$ cat config.mk
export PLATFORM = sky130hd
export DESIGN_NAME = pgx_translator
export DESIGN_NICKNAME = d
export VERILOG_FILES = /design/src/rtl/pgx_pkg.sv /design/src/rtl/pgx_map_table.sv /design/src/rtl/pgx_compose.sv /design/src/rtl/pgx_resp_reg.sv /design/src/rtl/pgx_translator.sv
export SDC_FILE = /design/constraint.sdc
export NUM_CORES = 1
export LEC_CHECK = 0
export ABC_AREA = 1
export BUFFER_PORTS_ARGS = -buffer_cell sky130_fd_sc_hd__buf_4
export CORE_MARGIN = 2
export CORE_UTILIZATION = 51
export CTS_CLUSTER_DIAMETER = 30
export DETAILED_ROUTE_END_ITERATION = 16
export PLACE_DENSITY = 0.75
export RECOVER_POWER = 25
export SYNTH_ARGS = -nofsm -noshare
export SYNTH_HDL_FRONTEND = slang
export SYNTH_SLANG_ARGS = --single-unit
$ cat constraint.sdc
create_clock -name clk -period 1.03 [get_ports clk]
set_input_delay 0.0515 -clock clk [delete_from_list [all_inputs] [get_ports clk]]
set_output_delay 0.0515 -clock clk [all_outputs]
set_load 0.05 [all_outputs]
$ cat src/rtl/pgx_pkg.sv
package pgx_pkg;
  localparam int unsigned DEF_VA_W       = 16;
  localparam int unsigned DEF_PAGE_BITS  = 4;
  localparam int unsigned DEF_FRAME_BITS = 3;
endpackage

$ cat src/rtl/pgx_map_table.sv
module pgx_map_table #(
  parameter int unsigned PAGE_BITS  = pgx_pkg::DEF_PAGE_BITS,
  parameter int unsigned FRAME_BITS = pgx_pkg::DEF_FRAME_BITS
) (
  input  logic                  clk,
  input  logic                  rst,
  input  logic                  wr_en,
  input  logic [PAGE_BITS-1:0]  wr_page,
  input  logic                  wr_present,
  input  logic [FRAME_BITS-1:0] wr_frame,
  input  logic [PAGE_BITS-1:0]  rd_page,
  output logic                  rd_present,
  output logic [FRAME_BITS-1:0] rd_frame
);
  localparam int unsigned ENTRIES = 2 ** PAGE_BITS;

  // Present flags need reset, so they live in flops.
  // Frame numbers need no reset, so they can sit in distributed RAM.
  logic [ENTRIES-1:0]    present_q;
  logic [FRAME_BITS-1:0] frame_mem [ENTRIES];

  always_ff @(posedge clk) begin
    if (rst) begin
      present_q <= '0;
    end else if (wr_en) begin
      present_q[wr_page] <= wr_present;
    end
  end

  always_ff @(posedge clk) begin
    if (wr_en) begin
      frame_mem[wr_page] <= wr_frame;
    end
  end

  // Asynchronous read, so a lookup sees the contents from before any same-cycle write.
  assign rd_present = present_q[rd_page];
  assign rd_frame   = frame_mem[rd_page];
endmodule

$ cat src/rtl/pgx_compose.sv
module pgx_compose #(
  parameter int unsigned VA_W       = pgx_pkg::DEF_VA_W,
  parameter int unsigned PAGE_BITS  = pgx_pkg::DEF_PAGE_BITS,
  parameter int unsigned FRAME_BITS = pgx_pkg::DEF_FRAME_BITS
) (
  input  logic                               req_valid,
  input  logic [VA_W-1:0]                    req_va,
  input  logic                               ent_present,
  input  logic [FRAME_BITS-1:0]              ent_frame,
  output logic                               nxt_valid,
  output logic                               nxt_fault,
  output logic [FRAME_BITS+VA_W-PAGE_BITS-1:0] nxt_pa,
  output logic [PAGE_BITS-1:0]               nxt_fault_page
);
  localparam int unsigned OFF_W = VA_W - PAGE_BITS;
  localparam int unsigned PA_W  = FRAME_BITS + OFF_W;

  logic [OFF_W-1:0]     offset;
  logic [PAGE_BITS-1:0] page;

  assign offset = req_va[OFF_W-1:0];
  assign page   = req_va[VA_W-1:OFF_W];

  always_comb begin
    nxt_valid      = 1'b0;
    nxt_fault      = 1'b0;
    nxt_pa         = '0;
    nxt_fault_page = '0;
    if (req_valid) begin
      if (ent_present) begin
        nxt_valid = 1'b1;
        nxt_pa    = PA_W'({ent_frame, offset});
      end else begin
        nxt_fault      = 1'b1;
        nxt_fault_page = page;
      end
    end
  end
endmodule

$ cat src/rtl/pgx_resp_reg.sv
module pgx_resp_reg #(
  parameter int unsigned PA_W      = 15,
  parameter int unsigned PAGE_BITS = pgx_pkg::DEF_PAGE_BITS
) (
  input  logic                 clk,
  input  logic                 rst,
  input  logic                 d_valid,
  input  logic                 d_fault,
  input  logic [PA_W-1:0]      d_pa,
  input  logic [PAGE_BITS-1:0] d_fault_page,
  output logic                 q_valid,
  output logic                 q_fault,
  output logic [PA_W-1:0]      q_pa,
  output logic [PAGE_BITS-1:0] q_fault_page
);
  always_ff @(posedge clk) begin
    if (rst) begin
      q_valid      <= 1'b0;
      q_fault      <= 1'b0;
      q_pa         <= '0;
      q_fault_page <= '0;
    end else begin
      q_valid      <= d_valid;
      q_fault      <= d_fault;
      q_pa         <= d_pa;
      q_fault_page <= d_fault_page;
    end
  end
endmodule

$ cat src/rtl/pgx_translator.sv
module pgx_translator #(
  parameter int unsigned VA_W       = pgx_pkg::DEF_VA_W,
  parameter int unsigned PAGE_BITS  = pgx_pkg::DEF_PAGE_BITS,
  parameter int unsigned FRAME_BITS = pgx_pkg::DEF_FRAME_BITS,
  localparam int unsigned PA_W      = FRAME_BITS + VA_W - PAGE_BITS
) (
  input  logic                  clk,
  input  logic                  rst,
  input  logic                  req_valid,
  input  logic [VA_W-1:0]       req_va,
  input  logic                  wr_en,
  input  logic [PAGE_BITS-1:0]  wr_page,
  input  logic                  wr_present,
  input  logic [FRAME_BITS-1:0] wr_frame,
  output logic                  rsp_valid,
  output logic [PA_W-1:0]       rsp_pa,
  output logic                  rsp_fault,
  output logic [PAGE_BITS-1:0]  rsp_fault_page
);
  localparam int unsigned OFF_W = VA_W - PAGE_BITS;

  logic                  ent_present;
  logic [FRAME_BITS-1:0] ent_frame;
  logic                  nxt_valid;
  logic                  nxt_fault;
  logic [PA_W-1:0]       nxt_pa;
  logic [PAGE_BITS-1:0]  nxt_fault_page;

  pgx_map_table #(
    .PAGE_BITS (PAGE_BITS),
    .FRAME_BITS(FRAME_BITS)
  ) map_i (
    .clk       (clk),
    .rst       (rst),
    .wr_en     (wr_en),
    .wr_page   (wr_page),
    .wr_present(wr_present),
    .wr_frame  (wr_frame),
    .rd_page   (req_va[VA_W-1:OFF_W]),
    .rd_present(ent_present),
    .rd_frame  (ent_frame)
  );

  pgx_compose #(
    .VA_W      (VA_W),
    .PAGE_BITS (PAGE_BITS),
    .FRAME_BITS(FRAME_BITS)
  ) comp_i (
    .req_valid     (req_valid),
    .req_va        (req_va),
    .ent_present   (ent_present),
    .ent_frame     (ent_frame),
    .nxt_valid     (nxt_valid),
    .nxt_fault     (nxt_fault),
    .nxt_pa        (nxt_pa),
    .nxt_fault_page(nxt_fault_page)
  );

  pgx_resp_reg #(
    .PA_W     (PA_W),
    .PAGE_BITS(PAGE_BITS)
  ) resp_i (
    .clk         (clk),
    .rst         (rst),
    .d_valid     (nxt_valid),
    .d_fault     (nxt_fault),
    .d_pa        (nxt_pa),
    .d_fault_page(nxt_fault_page),
    .q_valid     (rsp_valid),
    .q_fault     (rsp_fault),
    .q_pa        (rsp_pa),
    .q_fault_page(rsp_fault_page)
  );
endmodule

==> parameters.txt, run 1 <==
Parameter                              Value

Finish
  Final standard cell area without fillers    0.00455 sq mm
  Number of antenna repair diodes    0
  Core utilization of the finished layout    0.681
  Layout Nets    488
  Area added between synthesis and finish    31.4%
  Number of cells in the finished layout apart from fillers    545
  Fraction of final layout cells with drive strength greater than 1    0.290

STA
  Worst-case clock skew    0.00572 ns
  Post-layout minimum cycle time    1.15 ns
  Final number of hold-violating endpoints    0
  Unrepaired setup endpoints after global routing    yes
  Worst setup slack after layout    -0.118 ns
  Final period util    1.11
  Highest attainable clock frequency    ~0.87 GHz
  Final setup fails    20
  Slew at the pin closest to its max-slew limit    0.741 ns
  Max-slew headroom    0.506
  Max Transition Viols Final    0

Critical path
  Worst EP arrival    1.44 ns
  Category of the critical setup timing path    reg -> reg
  Startpoint class of the critical path    flip-flop
  Required time of the critical path    1.32 ns
  Critical path peak fanout    8
  Category of the worst setup path capture point    flip-flop

Place
  Pre-CTS setup slack    -0.134 ns
  Placed cell areas    0.00407 sq mm
  Cell Count Post-Placement    512
  Final GP Congestion    0.859
  Detailed Place HPWL    5180 microns
  Port Buf Inserts    48

Global route
  Number of antenna violations at the first check in global routing    0
  Maximum number of pins on one net before global-route repair    17
  Vias in the first global route    2,426
  Remaining global-route overflow    0
  Global-route wire length before repair    12,000 microns
  Total Routing Usage GR    0.211

Clock tree
  Cell at the root of the clock tree    sky130_fd_sc_hd__clkbuf_8
  H-tree depth    3
  Number of sinks on the clock net    85
  Clock slew at reported path FFs    0.08 ns
  Clock latency at the later pin of the worst-skew pair    0.35 ns
  Maximum clock path buffer count    2
  Total clock buffers created by CTS    9
  CTS tree    yes

Power and ir drop
  Power per cell area    about 1500 mW/mm^2
  Net switching share of the total power    0.244
  Reg power frac    0.539
  Share of power burned in the clock network    0.341
  Internal    5.17 mW
  Net switching component of the power    1.67 mW
  Comb power frac    0.120
  Leakage Power    2.04 nW
  Worst IR Drop VDD    0.632 mV

Floorplan
  Num ports    49
  Vert. Die Dim    86.4 microns
  Initial standard-cell utilization of the core    0.518
  Placeable Area    0.00668 sq mm
  Total die area    between 0.007 and 0.008 sq mm
  Die outline width    86.4 microns
  Std cell rows    30

Synthesis
  Ys flop type    sky130_fd_sc_hd__edfxtp_1
  Count of distinct cell types in the synthesized netlist    19
  Syn Std Cell Area    0.00346 sq mm
  Flops & latches, synth    85
  Async S/R FF share, synth    0
  Sequential area share after synthesis    0.630
  Synthesized Nets    399
  Number of enable flip-flop cells after synthesis    48
  Synthesized area per cell    9.34 sq um
  Synth Instances    ~370
  Number of warnings reported in the yosys synthesis log    0

Detailed routing
  Drt wl/cell    14.1 microns
  DR DRC count    0
  Detail-routed via count per cell    5.02
  WL final    roughly 7700 microns
  Drt pass-1 iters    5
  Antenna-violating nets left    0
  Vias    around 2,700
  Iter 0 DRT Violations    between 200 and 250

Status
  Outcome    finished, violations left
  Violated checks    negative setup slack

Hold path
  Worst hold-check path type    in -> reg

Flow run
  Max-Cap Viols    0
logic make-up after synthesis:
kind of cell | Yosys count | synth area share
compound gates | 46 | 0.0701
buf+inv | 71 | 0.0892
flops | 85 | 0.630
simple gates | 169 | 0.211
worst paths after layout:
path / slack, ns / depth (start not counted) / startpoint / endpoint
worst min-delay path: 0.03 / 3 / wr_present / map_i.present_q[2]
worst min register to register: 0.53 / 2 / map_i.present_q[1] / map_i.present_q[1]
worst max-delay path: -0.12 / 8 / map_i.present_q[10] / resp_i.q_pa[0]
worst max register to register: -0.12 / 8 / map_i.present_q[10] / resp_i.q_pa[0]
worst max-delay path, cell delays in order (launching register included):
cell,delay (ns)
sky130_fd_sc_hd__dfxtp_2,0.33
sky130_fd_sc_hd__inv_2,0.04
sky130_fd_sc_hd__o21ai_2,0.10
sky130_fd_sc_hd__nand2_1,0.08
sky130_fd_sc_hd__nand3_2,0.09
sky130_fd_sc_hd__nand3_4,0.12
sky130_fd_sc_hd__nand2_8,0.12
sky130_fd_sc_hd__nand2_8,0.10
sky130_fd_sc_hd__nor2_2,0.12
repair_timing:
action | in CTS | in global routing
endpoints found under the setup margin | 20 | 21
resized for setup | 15 | 21
pin swaps | 3 | 9
hold endpoints to repair | 14 | 0
hold buffers | 14 | 0
setup buffers | 1 | 1
gates cloned | 1 | 0
through the flow:
step / power [mW] / TNS, ns / hold slack (ns)
3_3_place_gp: 4.45 / -1.79 / 0.269
2_1_floorplan: 4.18 / -0.209 / 0.150
3_5_place_dp: 4.46 / -2.30 / 0.276
6_report: 6.83 / -1.56 / 0.0288
4_1_cts: 6.83 / -1.58 / 0.0150
5_1_grt: 7.13 / -2.86 / 0.0420
cell type report:
cell class / instances / area [sq um]
Clock buffer: 11 / 141
Clock inverter: 5 / 57.6
Fill cell: 515 / 2130
Inverter: 58 / 218
Multi-Input combinational cell: 216 / 1110
Sequential cell: 85 / 2190
Tap cell: 80 / 100
Timing Repair Buffer: 90 / 737
registers in the layout, summed over array words and instances, names as in the netlist:
| name | cells |
|---|---|
| resp_i.q_pa | 15 |
| resp_i.q_valid | 1 |
| resp_i.q_fault | 1 |
| map_i.present_q | 16 |
| resp_i.q_fault_page | 4 |
| map_i.frame_mem | 48 |
power by group through the flow:
stage | clock network [mW] | registers [mW] | logic, mW
2_1_floorplan | 0 | 3.85 | 0.325
3_3_place_gp | 0 | 3.75 | 0.695
3_5_place_dp | 0 | 3.76 | 0.706
4_1_cts | 2.37 | 3.68 | 0.780
5_1_grt | 2.55 | 3.69 | 0.890
6_report | 2.33 | 3.68 | 0.820
cells in the final DEF (no fill, tap or decap), drive strengths merged:
master,instances
buf,73
nand3,36
a21oi,14
nor2,52
clkinv,1
clkinvlp,1
clkbuf,14
inv,60
bufinv,1
o21ai,27
edfxtp,48
nand2,80
dlygate4sd3,14
dfxtp,37
o211ai,5
nor3,2
routing by layer:
metal	track usage	routed length, microns	vias to the layer above
met1	0.289	3410	1254
met2	0.336	3770	99
met5	0	0	-
met4	0.0724	75	0
li1	-	-	1374
met3	0.0467	444	9
cells in the mapped netlist (3+ instances only):
master	instances	area, sq um
sky130_fd_sc_hd__a21oi_1	14	70.1
sky130_fd_sc_hd__buf_2	4	20.0
sky130_fd_sc_hd__buf_6	4	45.0
sky130_fd_sc_hd__clkbuf_1	3	11.3
sky130_fd_sc_hd__dfxtp_1	37	741
sky130_fd_sc_hd__edfxtp_1	48	1440
sky130_fd_sc_hd__inv_1	55	206
sky130_fd_sc_hd__inv_2	3	11.3
sky130_fd_sc_hd__nand2_1	77	289
sky130_fd_sc_hd__nand3_1	34	170
sky130_fd_sc_hd__nor2_1	41	154
sky130_fd_sc_hd__nor2_2	11	68.8
sky130_fd_sc_hd__o211ai_1	5	37.5
sky130_fd_sc_hd__o21ai_0	27	135
(Power assumes the default switching activity.)
==> run 2: changes to the inputs <==
CORE_UTILIZATION = 42   (was 51)
PLACE_DENSITY = not set   (was 0.75)
==> parameters.txt, run 2 (synthesis gave the netlist of run 1 again) <==
Parameter                              Value

Floorplan
  Placeable Area    about 0.0081 sq mm
  Initial standard-cell utilization of the core    0.428
  Num ports    49
  Std cell rows    33
  Total die area    0.00899 sq mm
  Die outline width    roughly 95 microns
  Vert. Die Dim    ~95 microns

STA
  Smallest hold slack    0.00724 ns
  Unrepaired setup endpoints after global routing    yes
  Setup TNS    -1.44 ns
  Highest attainable clock frequency    0.889 GHz
  Max-slew headroom    0.480
  Final number of hold-violating endpoints    0
  Slew at the pin closest to its max-slew limit    0.781 ns
  Post-layout minimum cycle time    1.12 ns
  Worst-case clock skew    0.00686 ns
  Final period util    1.09
  Max Transition Viols Final    0
  Final setup fails    20
  Worst setup slack after layout    -0.0943 ns

Global route
  Remaining global-route overflow    0
  Met2 Resource Use GR    0.286
  Most utilized layer in the global route result    met2
  Vias in the first global route    2,503
  Global-route wire length before repair    12,100 microns
  Maximum number of pins on one net before global-route repair    17
  Total Routing Usage GR    0.180
  Met1 track demand over resource in global routing    0.239
  Met3 routing resource usage after global routing    0.0431
  Number of antenna violations at the first check in global routing    0

Clock tree
  Cell at the root of the clock tree    sky130_fd_sc_hd__clkbuf_8
  Clock slew at reported path FFs    0.09 ns
  H-tree depth    3
  CTS tree    yes
  Total clock buffers created by CTS    9
  Maximum clock path buffer count    2
  Number of sinks on the clock net    85
  Clock latency at the later pin of the worst-skew pair    between 0.3 and 0.4 ns

Critical path
  Max incr delay on CP    0.34 ns
  Category of the worst setup path capture point    flip-flop
  Worst path most repeated cell    sky130_fd_sc_hd__nand2_8
  Category of the critical setup timing path    reg -> reg
  Critical path peak fanout    8
  Startpoint class of the critical path    flip-flop
  Cells along the critical path    inv_1, nand2_1, nand3_1, nand3_2, nand3_4, nand2_8, nand2_8, nor2_4
  Required time of the critical path    1.34 ns
  Worst path buffer plus inverter count    1
  Worst EP arrival    1.43 ns
  CP max stage cell    sky130_fd_sc_hd__dfxtp_1
  Cell family with most CP delay    simple AND/OR/NAND/NOR gates

Place
  Final GP Congestion    0.793
  Port Buf Inserts    48
  Cell Count Post-Placement    approximately 540
  Detailed Place HPWL    ~5300 microns

Detailed routing
  Drt wl/cell    around 14 microns
  Detail-routed via count per cell    4.69
  DR DRC count    0
  Iter 0 DRT Violations    138
  WL final    7690 microns
  Drt pass-1 iters    4
  Vias    2,671
  Antenna-violating nets left    0

Finish
  Leading registers by flop count    map_i.frame_mem (48), map_i.present_q (16), resp_i.q_pa (15)
  Number of fill cells    roughly 740
  Layout Nets    487
  Largest register by flop count    map_i.frame_mem
  Commonest non-fill, non-tap cells in the layout    sky130_fd_sc_hd__nand2_1, sky130_fd_sc_hd__buf_4, sky130_fd_sc_hd__inv_1
  Fraction of final layout cells with drive strength greater than 1    0.269
  Number of cells in the finished layout apart from fillers    569
  Largest register FFs    48
  Number of antenna repair diodes    0
  Area added between synthesis and finish    30.9%
  Most common cell after layout, fill and taps aside    sky130_fd_sc_hd__nand2_1

Status
  Violated checks    negative setup slack
  Outcome    finished, violations left

Power and ir drop
  Leakage Power    around 2 nW
  Power per cell area    1470 mW/mm^2
  Worst IR Drop VDD    about 0.72 mV

Hold path
  Worst hold-check path type    in -> reg

Flow run
  Max-Cap Viols    0
[run 2: layout make-up]
cell class	count	area [sq um]	area share
clock buffer	10	138	0.0304
multi-input combinational	216	1100	0.242
inverter	58	218	0.0480
sequential	85	2180	0.482
tap	105	131	0.0290
clock inverter	6	48.8	0.0108
timing repair buffer	89	714	0.158
[run 2: report_power, final]
part           internal (mW)  switching [mW]
combinational          0.307           0.500
clock                  0.951            1.22
sequential              3.66          0.0213
[run 2: layer usage]
| metal | part of all wire | vias up |
|---|---|---|
| li1 | - | 1370 |
| met4 | 0.015 | 0 |
| met5 | 0 | - |
| met2 | 0.45 | 73 |
| met3 | 0.056 | 10 |
| met1 | 0.48 | 1218 |
[run 2: worst paths after layout]
| path | from | end | slack (ns) | depth (start not counted) |
|---|---|---|---|---|
| setup reg to reg | map_i.present_q[4] | resp_i.q_pa[0] | -0.09 | 8 |
| hold reg to reg | map_i.present_q[1] | map_i.present_q[1] | 0.53 | 2 |
| setup / recovery | map_i.present_q[4] | resp_i.q_pa[0] | -0.09 | 8 |
| hold / removal | wr_present | map_i.present_q[2] | 0.007 | 3 |
[run 2: metrics by stage]
step / utilization / total power [mW] / area (sq um) / worst slack, ns
4_1_cts: 0.547 / 6.66 / 4430 / -0.0975
3_5_place_dp: 0.506 / 4.46 / 4090 / -0.149
2_1_floorplan: - / 4.18 / 3470 / -0.0214
3_3_place_gp: 0.506 / 4.46 / 4090 / -0.130
5_1_grt: 0.560 / 6.95 / 4530 / -0.179
6_report: 0.560 / 6.66 / 4530 / -0.0943
[run 2: tightest hold or removal path, delay by kind of cell]
family                 cells  cell delay (ns)
and+or+nand+nor            2             0.15
buffers and inverters      1             0.14
[run 2: what timing repair did]
| action | 4_1_cts | 5_1_grt |
|---|---|---|
| buffers inserted | 0 | 1 |
| cloned | 0 | 1 |
| pin swaps | 1 | 9 |
| resized for setup | 5 | 23 |
| hold endpoints to repair | 14 | 0 |
| setup endpoints to repair | 20 | 21 |
| hold buffers | 13 | 0 |
